===== src/rtl/swc_pkg.sv =====
package swc_pkg;
  localparam int REASON_W  = 3;
  localparam int RSN_TIMER = 0;
  localparam int RSN_ICOM  = 1;
  localparam int RSN_FLIP  = 2;
  localparam int ACT_W     = 2;
  localparam int ACT_ICOM  = 0;
  localparam int ACT_FLIP  = 1;
endpackage


===== src/rtl/swc_sync.sv =====
module swc_sync #(
  parameter int STAGES = 2
) (
  input  logic clk,
  input  logic rst,
  input  logic d,
  output logic q
);
  generate
    if (STAGES == 1) begin : g_one
      logic r;
      always_ff @(posedge clk) begin
        if (rst) r <= 1'b0;
        else     r <= d;
      end
      assign q = r;
    end else begin : g_chain
      logic [STAGES-1:0] chain;
      always_ff @(posedge clk) begin
        if (rst) chain <= '0;
        else     chain <= {chain[STAGES-2:0], d};
      end
      assign q = chain[STAGES-1];
    end
  endgenerate
endmodule


===== src/rtl/swc_edge.sv =====
module swc_edge (
  input  logic clk,
  input  logic rst,
  input  logic tick,
  input  logic pin,
  input  logic rise_sel,
  output logic evt
);
  logic prev;

  always_ff @(posedge clk) begin
    if (rst)       prev <= 1'b0;
    else if (tick) prev <= pin;
  end

  always_comb evt = rise_sel ? (pin & ~prev) : (~pin & prev);
endmodule


===== src/rtl/swc_host.sv =====
module swc_host (
  input  logic clk,
  input  logic rst,
  input  logic ctl_we,
  input  logic ctl_operate,
  input  logic ctl_standby,
  input  logic stat_rd,
  input  logic asleep_sync,
  output logic sleep_req,
  output logic io_hold,
  output logic rd_ok
);
  logic op_q, wr_ok, accept;

  always_comb begin
    wr_ok  = ctl_we && !io_hold;
    accept = wr_ok && ctl_standby && op_q && !sleep_req && !asleep_sync;
    rd_ok  = stat_rd && !io_hold;
  end

  always_ff @(posedge clk) begin
    if (rst) begin
      op_q      <= 1'b0;
      sleep_req <= 1'b0;
      io_hold   <= 1'b0;
    end else begin
      io_hold <= asleep_sync;
      if (asleep_sync)  sleep_req <= 1'b0;
      else if (accept)  sleep_req <= 1'b1;
      if (accept)       op_q <= 1'b0;
      else if (wr_ok)   op_q <= ctl_operate;
    end
  end

  // a request only rises when the operate bit was already set
  assert_standby_gate_R5: assert property (@(posedge clk) disable iff (rst)
    $rose(sleep_req) |-> $past(op_q));

  // bus writes leave the operate bit alone while held
  assert_hold_blocks_write_R8: assert property (@(posedge clk) disable iff (rst)
    io_hold |=> $stable(op_q));
endmodule


===== src/rtl/swc_slow.sv =====
module swc_slow
  import swc_pkg::*;
#(
  parameter int TIMER_BITS = 14
) (
  input  logic                clk,
  input  logic                rst,
  input  logic                tick,
  input  logic                ev_icom,
  input  logic                ev_flip,
  input  logic                req_sync,
  input  logic                rd_clr,
  output logic                asleep,
  output logic [REASON_W-1:0] reason,
  output logic [ACT_W-1:0]    act
);
  localparam int HALF = 1 << (TIMER_BITS - 1);
  localparam logic [TIMER_BITS-1:0] LAST = TIMER_BITS'(HALF - 1);

  logic [TIMER_BITS-1:0] cnt;
  logic                  req_prev, tmo, wake;
  logic [REASON_W-1:0]   rsn_set;
  logic [ACT_W-1:0]      act_set;

  always_comb begin
    tmo     = asleep && (cnt == LAST);
    wake    = tick && asleep && (tmo || ev_icom || ev_flip);
    rsn_set = '0;
    if (wake) begin
      rsn_set[RSN_TIMER] = tmo;
      rsn_set[RSN_ICOM]  = ev_icom;
      rsn_set[RSN_FLIP]  = ev_flip;
    end
    act_set = '0;
    if (tick && !asleep) begin
      act_set[ACT_ICOM] = ev_icom;
      act_set[ACT_FLIP] = ev_flip;
    end
  end

  always_ff @(posedge clk) begin
    if (rst) begin
      asleep   <= 1'b0;
      cnt      <= '0;
      req_prev <= 1'b0;
      reason   <= '0;
      act      <= '0;
    end else begin
      reason <= (reason & {REASON_W{~rd_clr}}) | rsn_set;
      act    <= (act & {ACT_W{~rd_clr}}) | act_set;
      if (tick) begin
        req_prev <= req_sync;
        if (asleep) begin
          cnt <= cnt + 1'b1;
          if (wake) asleep <= 1'b0;
        end else if (req_sync && !req_prev) begin
          asleep <= 1'b1;
          cnt    <= '0;
        end
      end
    end
  end

  // the timer never runs past its last count while asleep
  assert_timer_bound_R1: assert property (@(posedge clk) disable iff (rst)
    asleep |-> (cnt <= LAST));

  // every sleep entry starts the timer from zero
  assert_timer_clear_R9: assert property (@(posedge clk) disable iff (rst)
    $rose(asleep) |-> (cnt == '0));

  // leaving sleep always leaves a recorded cause
  assert_reason_on_wake_R4: assert property (@(posedge clk) disable iff (rst)
    $fell(asleep) |-> (reason != '0));

  // activity flags do not gain bits while asleep
  assert_act_frozen_R7: assert property (@(posedge clk) disable iff (rst)
    (asleep && !rd_clr) |=> $stable(act));
endmodule


===== src/rtl/sleep_wake_ctrl.sv =====
module sleep_wake_ctrl
  import swc_pkg::*;
#(
  parameter int TIMER_BITS  = 14,
  parameter int SYNC_STAGES = 2
) (
  input  logic                clk,
  input  logic                rst,
  input  logic                slow_tick,
  input  logic                intercom_in,
  input  logic                flipsw_in,
  input  logic                icom_rise,
  input  logic                flip_rise,
  input  logic                ctl_we,
  input  logic                ctl_operate,
  input  logic                ctl_standby,
  input  logic                stat_rd,
  output logic [REASON_W-1:0] wake_reason,
  output logic [ACT_W-1:0]    activity,
  output logic                io_hold,
  output logic                dc_pwr_on
);
  logic [ACT_W-1:0] pins, sels, evs;
  logic sleep_req, req_s, asleep, asleep_s, rd_ok;

  assign pins[ACT_ICOM] = intercom_in;
  assign pins[ACT_FLIP] = flipsw_in;
  assign sels[ACT_ICOM] = icom_rise;
  assign sels[ACT_FLIP] = flip_rise;

  for (genvar i = 0; i < ACT_W; i++) begin : g_edge
    swc_edge u_edge (
      .clk(clk), .rst(rst), .tick(slow_tick),
      .pin(pins[i]), .rise_sel(sels[i]), .evt(evs[i])
    );
  end

  swc_host u_host (
    .clk(clk), .rst(rst), .ctl_we(ctl_we), .ctl_operate(ctl_operate),
    .ctl_standby(ctl_standby), .stat_rd(stat_rd), .asleep_sync(asleep_s),
    .sleep_req(sleep_req), .io_hold(io_hold), .rd_ok(rd_ok)
  );

  swc_sync #(.STAGES(SYNC_STAGES)) u_req_sync (
    .clk(clk), .rst(rst), .d(sleep_req), .q(req_s)
  );

  swc_sync #(.STAGES(SYNC_STAGES)) u_slp_sync (
    .clk(clk), .rst(rst), .d(asleep), .q(asleep_s)
  );

  swc_slow #(.TIMER_BITS(TIMER_BITS)) u_slow (
    .clk(clk), .rst(rst), .tick(slow_tick),
    .ev_icom(evs[ACT_ICOM]), .ev_flip(evs[ACT_FLIP]),
    .req_sync(req_s), .rd_clr(rd_ok),
    .asleep(asleep), .reason(wake_reason), .act(activity)
  );

  assign dc_pwr_on = ~asleep;

  // the host request is never left pending while the hold is up
  assert_req_drops_R10: assert property (@(posedge clk) disable iff (rst)
    (io_hold && asleep_s) |-> !sleep_req);
endmodule


===== config.mk =====
export PLATFORM = sky130hd
export DESIGN_NAME = sleep_wake_ctrl
export DESIGN_NICKNAME = d
export VERILOG_FILES = /design/src/rtl/swc_pkg.sv /design/src/rtl/swc_sync.sv /design/src/rtl/swc_edge.sv /design/src/rtl/swc_host.sv /design/src/rtl/swc_slow.sv /design/src/rtl/sleep_wake_ctrl.sv
export SDC_FILE = /design/constraint.sdc
export NUM_CORES = 1
export LEC_CHECK = 0
export BUFFER_PORTS_ARGS = -buffer_cell sky130_fd_sc_hd__buf_2
export CAP_MARGIN = 20
export CORE_MARGIN = 5
export CORE_UTILIZATION = 55
export DETAILED_ROUTE_END_ITERATION = 12
export PLACE_DENSITY = 0.83
export SLEW_MARGIN = 40
export SYNTH_ARGS = -nofsm -noshare
export SYNTH_HDL_FRONTEND = slang
export SYNTH_SLANG_ARGS = --single-unit

===== constraint.sdc =====
create_clock -name clk -period 1.8 [get_ports clk]
set_input_delay 0.45 -clock clk [delete_from_list [all_inputs] [get_ports clk]]
set_output_delay 0.45 -clock clk [all_outputs]
set_load 0.02 [all_outputs]

* Yosys cells after proc, flatten, opt, wreduce, memory -nomap -nowiden
Cells that the tools add are included.
** Word-level totals
- Register bits after elaboration :: 30
- Output and inout port bits :: 7
- Word-level logic and storage cells :: 59
** Operators by class
- Add/sub/neg operators :: 1
- Equal/unequal tests :: 1
- Multiplexer cells :: 9
- Bitwise logic cells :: 14
- Reduce and logical (&&, ||, !) cells :: 22
** Operator list (number)
- 14-bit 2-to-1 mux :: 2
- 14-bit by 1-bit adder with 14-bit output (second input constant) :: 1
- 14-bit by 13-bit equality test with 1-bit output (second input constant) :: 1
- 1-bit logical AND :: 11
- 1-bit inverter :: 6
- 1-bit logical NOT :: 5
- 1-bit 2-to-1 mux :: 5
- 1-bit AND :: 4
- 2-bit OR reduction :: 2
- 3-bit AND :: 1
- 3-bit 2-to-1 mux :: 1
- 3-bit bitwise OR :: 1
- 2-bit AND :: 1
- 1-bit logical OR :: 2
- 2-bit 2-to-1 mux :: 1
- 2-bit bitwise OR :: 1
- 2-bit AND reduction :: 1
- 2-bit nonzero test :: 1

* Longest topological paths before layout
Gate-level depths: netlist of the first run.
- Depth in word-level cells :: 8
- Mapped depth :: 6
- Gate-level depth less buffers :: 5

* Cells and area by module
From an unflattened synthesis of the first run, not the netlist that was laid out.
** Second synthesis, totals
- Cells, all modules :: 146
- Area, all modules :: 1331.3 um^2
** By module, submodules not included
- swc_slow :: times used 1, cells an instance 113, area each 988.4 um^2
- swc_host :: times used 1, cells an instance 12, area each 121.4 um^2
- swc_edge :: times used 2, cells an instance 6, area each 56.3 um^2
- swc_sync :: times used 2, cells an instance 4, area each 52.6 um^2
- sleep_wake_ctrl :: times used 1, cells an instance 1, area each 3.8 um^2

* Worst setup path after synthesis of the first run
OpenSTA, ideal clock, no wires.
- Kind :: input to register
- Start :: input slow_tick
- End :: register u_slow.cnt[5]
- Library setup time :: 0.065 ns
- Arrival :: 1.341 ns
- Path slack :: 0.394 ns
- Stages on the path :: 5
- Path buffers :: 1
- Path through :: buf_4 -> and4_1 -> nand4_1 -> mux2_1 -> nor2_1
** On the way
- Cells in the longest elaborated chain, start to end :: 1
** Ends and longest elaborated chain
- start: declaration :: RTL line sleep_wake_ctrl.sv:9 : input logic slow_tick,
- 2-bit AND reduction (no source line)
- end signal: assignment :: RTL line swc_slow.sv:54 : cnt <= cnt + 1'b1;
- end: declaration :: RTL line swc_slow.sv:20 : logic [TIMER_BITS-1:0] cnt;
No other way between the ends.
A chain may end at the register's enable or synchronous reset.

* Worst setup path after layout of the first run
- Start :: register u_slow.cnt[0]
- End :: register u_slow.cnt[12]
** On the way
- Cells in the longest elaborated chain, start to end :: 2
** Ends and longest elaborated chain
- 14-bit by 1-bit adder with 14-bit output :: RTL line swc_slow.sv:54
- 14-bit 2-to-1 mux :: RTL line swc_slow.sv:53 : if (asleep) begin
No other way between the ends.

==> impl_results.md, run 1 <==
* Share of layout cells above drive strength 1 at 0.1845
* PD cells at 835.1 nW/um2
* Tot GR Track Use at 0.1800
* Startpoint types: flop
* Avg Cell Area, Syn at 9.007 um2
* Leading register cell type out of synthesis: dfxtp_1
* Clock root cell: clkbuf_4
* Antenna violations before repair at 0
* Gpl congestion at 0.8298
* Max_cap viols at 0
* First-pass GRT wire length at 4726 um
* Worst r2r src: u_slow.cnt[0]
* Crit path arrival time at 1.88 ns
* Synthesized net count at 158
* Iteration-0 DRC Markers at 20
* Crit path max fanout at 10
* Outcome: complete, no violations
* Post-synth EDFFs at 0
* Critical path required time at 2.06 ns
* Fin. max-slew vios at 0
* Setup repair after global routing missed its margin: false
* Fin cells at 196
* Hpwl dp at 1952 um
* Die W at 58.90 um
* Fin nets at 179
* Leakage at 0.5828 nW
* Overall power at 1.259 mW
* Pin count of the biggest net entering global routing at 21
* Vias/cell at 5.893
* Post-route minimum period at 1.621 ns
* Final wirelength at 2749 um
* Clk slew on worst S/H paths at 0.10 ns
* Peak VDD IR at 0.0008337 V
* Post-synth cell types at 37
* Fin. Hold Viols at 0
* Setup TNS at 0 ns
* Row count at 17
* H-tree depth at 2
* Via count at 1,155
* Slew @ Worst Pin at 0.4434 ns
* Area grow syn2layout at 14.65%
* Post-CTS Hold Fix Bufs at 0
* Hold_sp: intercom_in
* Post-synth ARST share at 0
* Worst setup EP type: flop
* Worst R2R Setup Slack at 0.18 ns
* Worst Clk Skew at 0.01292 ns
* # Post-CTS Setup Buffers at 0
* Final WS setup at 0.1792 ns
* Wire per inst at 14.03 um
* Hold WS at 0.3879 ns
* Sequential-to-total area share from yosys stat at 0.4567
* Syn Std Cell Area at 1315 um2
* DRT antenna net count at 0
* Chip height at 58.90 um
* Syn Inst Count at 146
* Endpoints failing setup at 0
* Pre-antenna DRT Iters at 4
* CTS buffer count at 5
* Cell total after placement at 188
* Max Fclk at 617.0 MHz
* Initial Utilization at 0.5832
* Synth Register Bits at 30
* # diodes at 0
* Ys Warns at 0
* Hold Path Sink: g_edge[0].u_edge.prev
* WS Path Type: reg -> reg
* Critical R2R Capture: u_slow.cnt[12]
* Worst relative slew slack at 0.7024
* Worst hold path class: in -> reg
* R2R cell count at 4
* DIE AREA at 3469 um2
* PostCTS Resize Cnt at 0
* Global route overflow at 0
* Clk Latency, worst-skew pair at 0.33 ns
* Final worst path period share at 0.9004
* Vias in the first global route at 1,058
* DRC at 0
* Longest Clk Path Bufs at 2
* IO Port Bufs at 17
* CORE AREA at 2255 um2
* CTS tree: done
* I/O Pins at 18
* Hold path cells at 3
* Pre-CTS WS at 0.1804 ns
* Clk sinks at 30
## critical path, cell delays in order (launching register included)
cell	delay [ns]
dfxtp_1	0.45
ha_1	0.26
nand3_2	0.18
or4_1	0.52
a21oi_1	0.15
## cell type report
class | instances | area (um2)
clock buffer | 5 | 37.54
timing repair buffer | 21 | 115.1
clock inverter | 3 | 40.04
tap | 28 | 35.03
multi-input combinational | 108 | 675.6
fill | 188 | 747.0
inverter | 1 | 3.754
sequential | 30 | 600.6
## flip-flops by register name, indices dropped and copies added, names as in the netlist
name,count
u_slow.cnt,14
u_slow.reason,3
u_slow.asleep,1
u_host.op_q,1
u_slp_sync.g_chain.chain,2
u_slow.req_prev,1
u_host.sleep_req,1
u_req_sync.g_chain.chain,2
u_host.io_hold,1
u_slow.act,2
g_edge.u_edge.prev,2
## power by group
group	leakage [nW]	internal [mW]	switching, mW
sequential	0.242	0.671	0.00543
combinational	0.295	0.0239	0.0359
clock	0.0450	0.287	0.235
## how the worst max path moves through the flow
stage	from	slack, ns	end
finish	u_slow.cnt[0]	0.18	u_slow.cnt[12]
global route	u_slow.cnt[0]	0.07	u_slow.asleep
CTS	u_slow.asleep	0.20	dc_pwr_on
detailed placement	slow_tick	0.18	u_slow.asleep
global placement	slow_tick	0.25	u_slow.cnt[5]
floorplan	slow_tick	0.39	u_slow.cnt[5]
## metrics by stage
stage                       util  area [um2]
after global routing      0.6687        1508
after global placement    0.6343        1430
after CTS                 0.6687        1508
after detailed placement  0.6343        1430
final                     0.6687        1508
after floorplan                -        1315
## cells in the final DEF (no fill, tap or decap), drive strengths merged, types with 8 or more instances in the layout
| cell | n |
|---|---|
| a21oi | 10 |
| buf | 21 |
| nor2b | 8 |
| dfxtp | 30 |
| nand2 | 8 |
| nor2 | 16 |
## cells by family after synthesis
| logic type | share of synthesized area |
|---|---|
| simple gates | 0.2874 |
| mux | 0.06375 |
| flops | 0.4567 |
| fa+ha+maj | 0.009513 |
| compound gates | 0.1532 |
| buf+inv | 0.02948 |
## Yosys cell counts, types with 2 or more instances
library cell  instances  area [um2]
dfxtp_1              30       600.6
nor2_1               16       60.06
a21oi_1              10       50.05
nand2_1               8       30.03
nor2b_1               8       50.05
a22oi_1               5       37.54
mux2i_1               5       50.05
nand4_1               5       31.28
clkbuf_1              4       15.01
nand3_1               4       20.02
nor3_1                4       20.02
o21ai_0               4       20.02
or4_1                 4       30.03
a31oi_1               3       18.77
mux2_1                3       33.78
nand2b_1              3       18.77
o311ai_0              3       26.28
or3_1                 3       18.77
and3_1                2       12.51
and4_1                2       17.52
buf_4                 2       15.01
o21a_1                2       15.01
o22ai_1               2       12.51
## routing by layer
| metal | vias up | routed length (um) | global-route usage |
|---|---|---|---|
| li1 | 589 | - | - |
| met1 | 534 | 1267 | 0.2261 |
| met2 | 26 | 1291 | 0.2776 |
| met3 | 6 | 133 | 0.05482 |
| met4 | 0 | 56 | 0.09061 |
| met5 | - | 0 | 0 |
Note: power is estimated with default switching activity, not from simulation.
==> inputs of run 2 (changes only) <==
--- a/config.mk
+++ b/config.mk
@@ -8,9 +8,10 @@
 export BUFFER_PORTS_ARGS = -buffer_cell sky130_fd_sc_hd__buf_2
 export CAP_MARGIN = 20
 export CORE_MARGIN = 5
-export CORE_UTILIZATION = 55
+export CORE_UTILIZATION = 58
+export CTS_BUF_LIST = sky130_fd_sc_hd__clkbuf_4
 export DETAILED_ROUTE_END_ITERATION = 12
-export PLACE_DENSITY = 0.83
+export PLACE_DENSITY = 0.86
 export SLEW_MARGIN = 40
 export SYNTH_ARGS = -nofsm -noshare
 export SYNTH_HDL_FRONTEND = slang
==> run 2 against run 1 <==
  * Combinational power barely moved
  * Design area barely moved
  * Clock-buffer cell count did not move
  * Critical path type unchanged
  * Critical endpoint is now u_slow.asleep
  * Highest routed layer unchanged
==> impl_results.md, run 2 (same netlist as run 1, synthesis figures left out) <==
* Outcome: complete, no violations
* Max_cap viols at 0
* Gpl congestion at 0.8164
* DIE AREA at 3319 um2
* Critical R2R Capture: u_slow.asleep
* Clk slew on worst S/H paths at 0.09 ns
* Fin nets at 180
* Worst hold path class: in -> reg
* Die W at 57.62 um
* Post-Place Cell Area at 1438 um2
* Antenna violations before repair at 0
* Max Fclk at 609.3 MHz
* Post-CTS Hold Fix Bufs at 0
* Share of layout cells above drive strength 1 at 0.1786
* Fillcell total at 193
* Vias/cell at 6.015
* Pin count of the biggest net entering global routing at 18
* DRC at 0
* CTS tree: done
* # Post-CTS Setup Buffers at 0
* Fin cells at 196
* Pre-antenna DRT Iters at 5
* # diodes at 0
* Leakage at 0.5807 nW
* Setup crit start: u_slow.cnt[1]
* Chip height at 57.62 um
* I/O Pins at 18
* H-tree depth at 2
* Finished Cell Area at 1509 um2
* Worst relative slew slack at 0.7023
* First-pass GRT wire length at 4809 um
* Critical path required time at 2.01 ns
* Cell total after placement at 189
* Worst R2R Setup Slack at 0.16 ns
* Most common cell after layout, fill and taps aside: dfxtp_1
* PostCTS Resize Cnt at 0
* DRT antenna net count at 0
* Slew @ Worst Pin at 0.4425 ns
* Tot GR Track Use at 0.1860
* Clk Latency, worst-skew pair at 0.32 ns
* Area grow syn2layout at 14.75%
* Layout Utilization at 0.6887
* CTS buffer count at 5
* Worst r2r src: u_slow.cnt[1]
* Global route overflow at 0
* Wire per inst at 13.90 um
* Fin. Hold Viols at 0
* Worst setup EP type: flop
* Hpwl dp at 2003 um
* WS Path Type: reg -> reg
* Vias in the first global route at 1,119
* Clk sinks at 30
* Peak VDD IR at 0.0006102 V
* Biggest register: u_slow.cnt
* Row count at 17
* Post-route minimum period at 1.641 ns
* R2R cell count at 5
* PD cells at 814.5 nW/um2
* Most frequent cells in the layout: dfxtp_1, buf_2, nor2_1
* Overall power at 1.229 mW
* Initial Utilization at 0.6002
* Endpoints failing setup at 0
* Via count at 1,179
* CORE AREA at 2191 um2
* Final wirelength at 2724 um
* Fin. max-slew vios at 0
* Clock root cell: clkbuf_4
* Crit path to: u_slow.asleep
* Iteration-0 DRC Markers at 22
* Setup TNS at 0 ns
* IO Port Bufs at 17
* Setup repair after global routing missed its margin: false
* Final worst path period share at 0.9119
* Max reg flops at 14
* Longest Clk Path Bufs at 2
* Crit path arrival time at 1.85 ns
* Startpoint types: flop
* Crit path max fanout at 10
* Worst Clk Skew at 0.01473 ns
* Biggest regs: u_slow.cnt: 14 flops, u_slow.reason: 3 flops
==> run 2: metrics by stage <==
step	hold WS, ns	setup WS, ns
floorplan	0.4138	0.3943
global placement	0.4377	0.2230
detailed placement	0.4375	0.1326
CTS	0.3997	0.2057
global route	0.4570	0.007445
finish	0.4005	0.1587
==> run 2: worst min path at each step <==
stage | from | to | cells past startpoint
floorplan | u_req_sync.g_chain.chain[0] | u_req_sync.g_chain.chain[1] | 1
global placement | u_slp_sync.g_chain.chain[0] | u_slp_sync.g_chain.chain[1] | 1
detailed placement | u_slp_sync.g_chain.chain[0] | u_slp_sync.g_chain.chain[1] | 1
CTS | intercom_in | g_edge[0].u_edge.prev | 3
global route | intercom_in | g_edge[0].u_edge.prev | 3
finish | intercom_in | g_edge[0].u_edge.prev | 3
==> run 2: power by group <==
| part | internal [mW] | leakage (nW) | total [mW] | switching (mW) |
|---|---|---|---|---|
| Sequential | 0.671 | 0.242 | 0.676 | 0.00513 |
| Clock | 0.281 | 0.0387 | 0.493 | 0.213 |
| Combinational | 0.0239 | 0.300 | 0.0599 | 0.0360 |
| Total | 0.975 | 0.581 | 1.23 | 0.254 |
==> run 2: cell type report <==
class	instances	area, um2	share of cell area
repair buffers	22	122.6	0.08126
clock buffers	5	37.54	0.02488
well taps	28	35.03	0.02322
inverters	1	3.754	0.002488
clock inverters	2	33.78	0.02239
multi-input cells	108	675.6	0.4478
flip-flops and latches	30	600.6	0.3980
==> run 2: worst max-delay path: stages, from the launching register on <==
cell and delay [ns]:
dfxtp_1 0.42, ha_1 0.26, nand3_2 0.18, nor4_1 0.44
or3_1 0.18, o32ai_1 0.06
==> run 2: per-layer routing <==
layer  GRT usage  routed length [um]
met1      0.2188                1140
met2      0.3177                1413
met3     0.06236                 131
met4     0.05960                  39
met5           0                   0
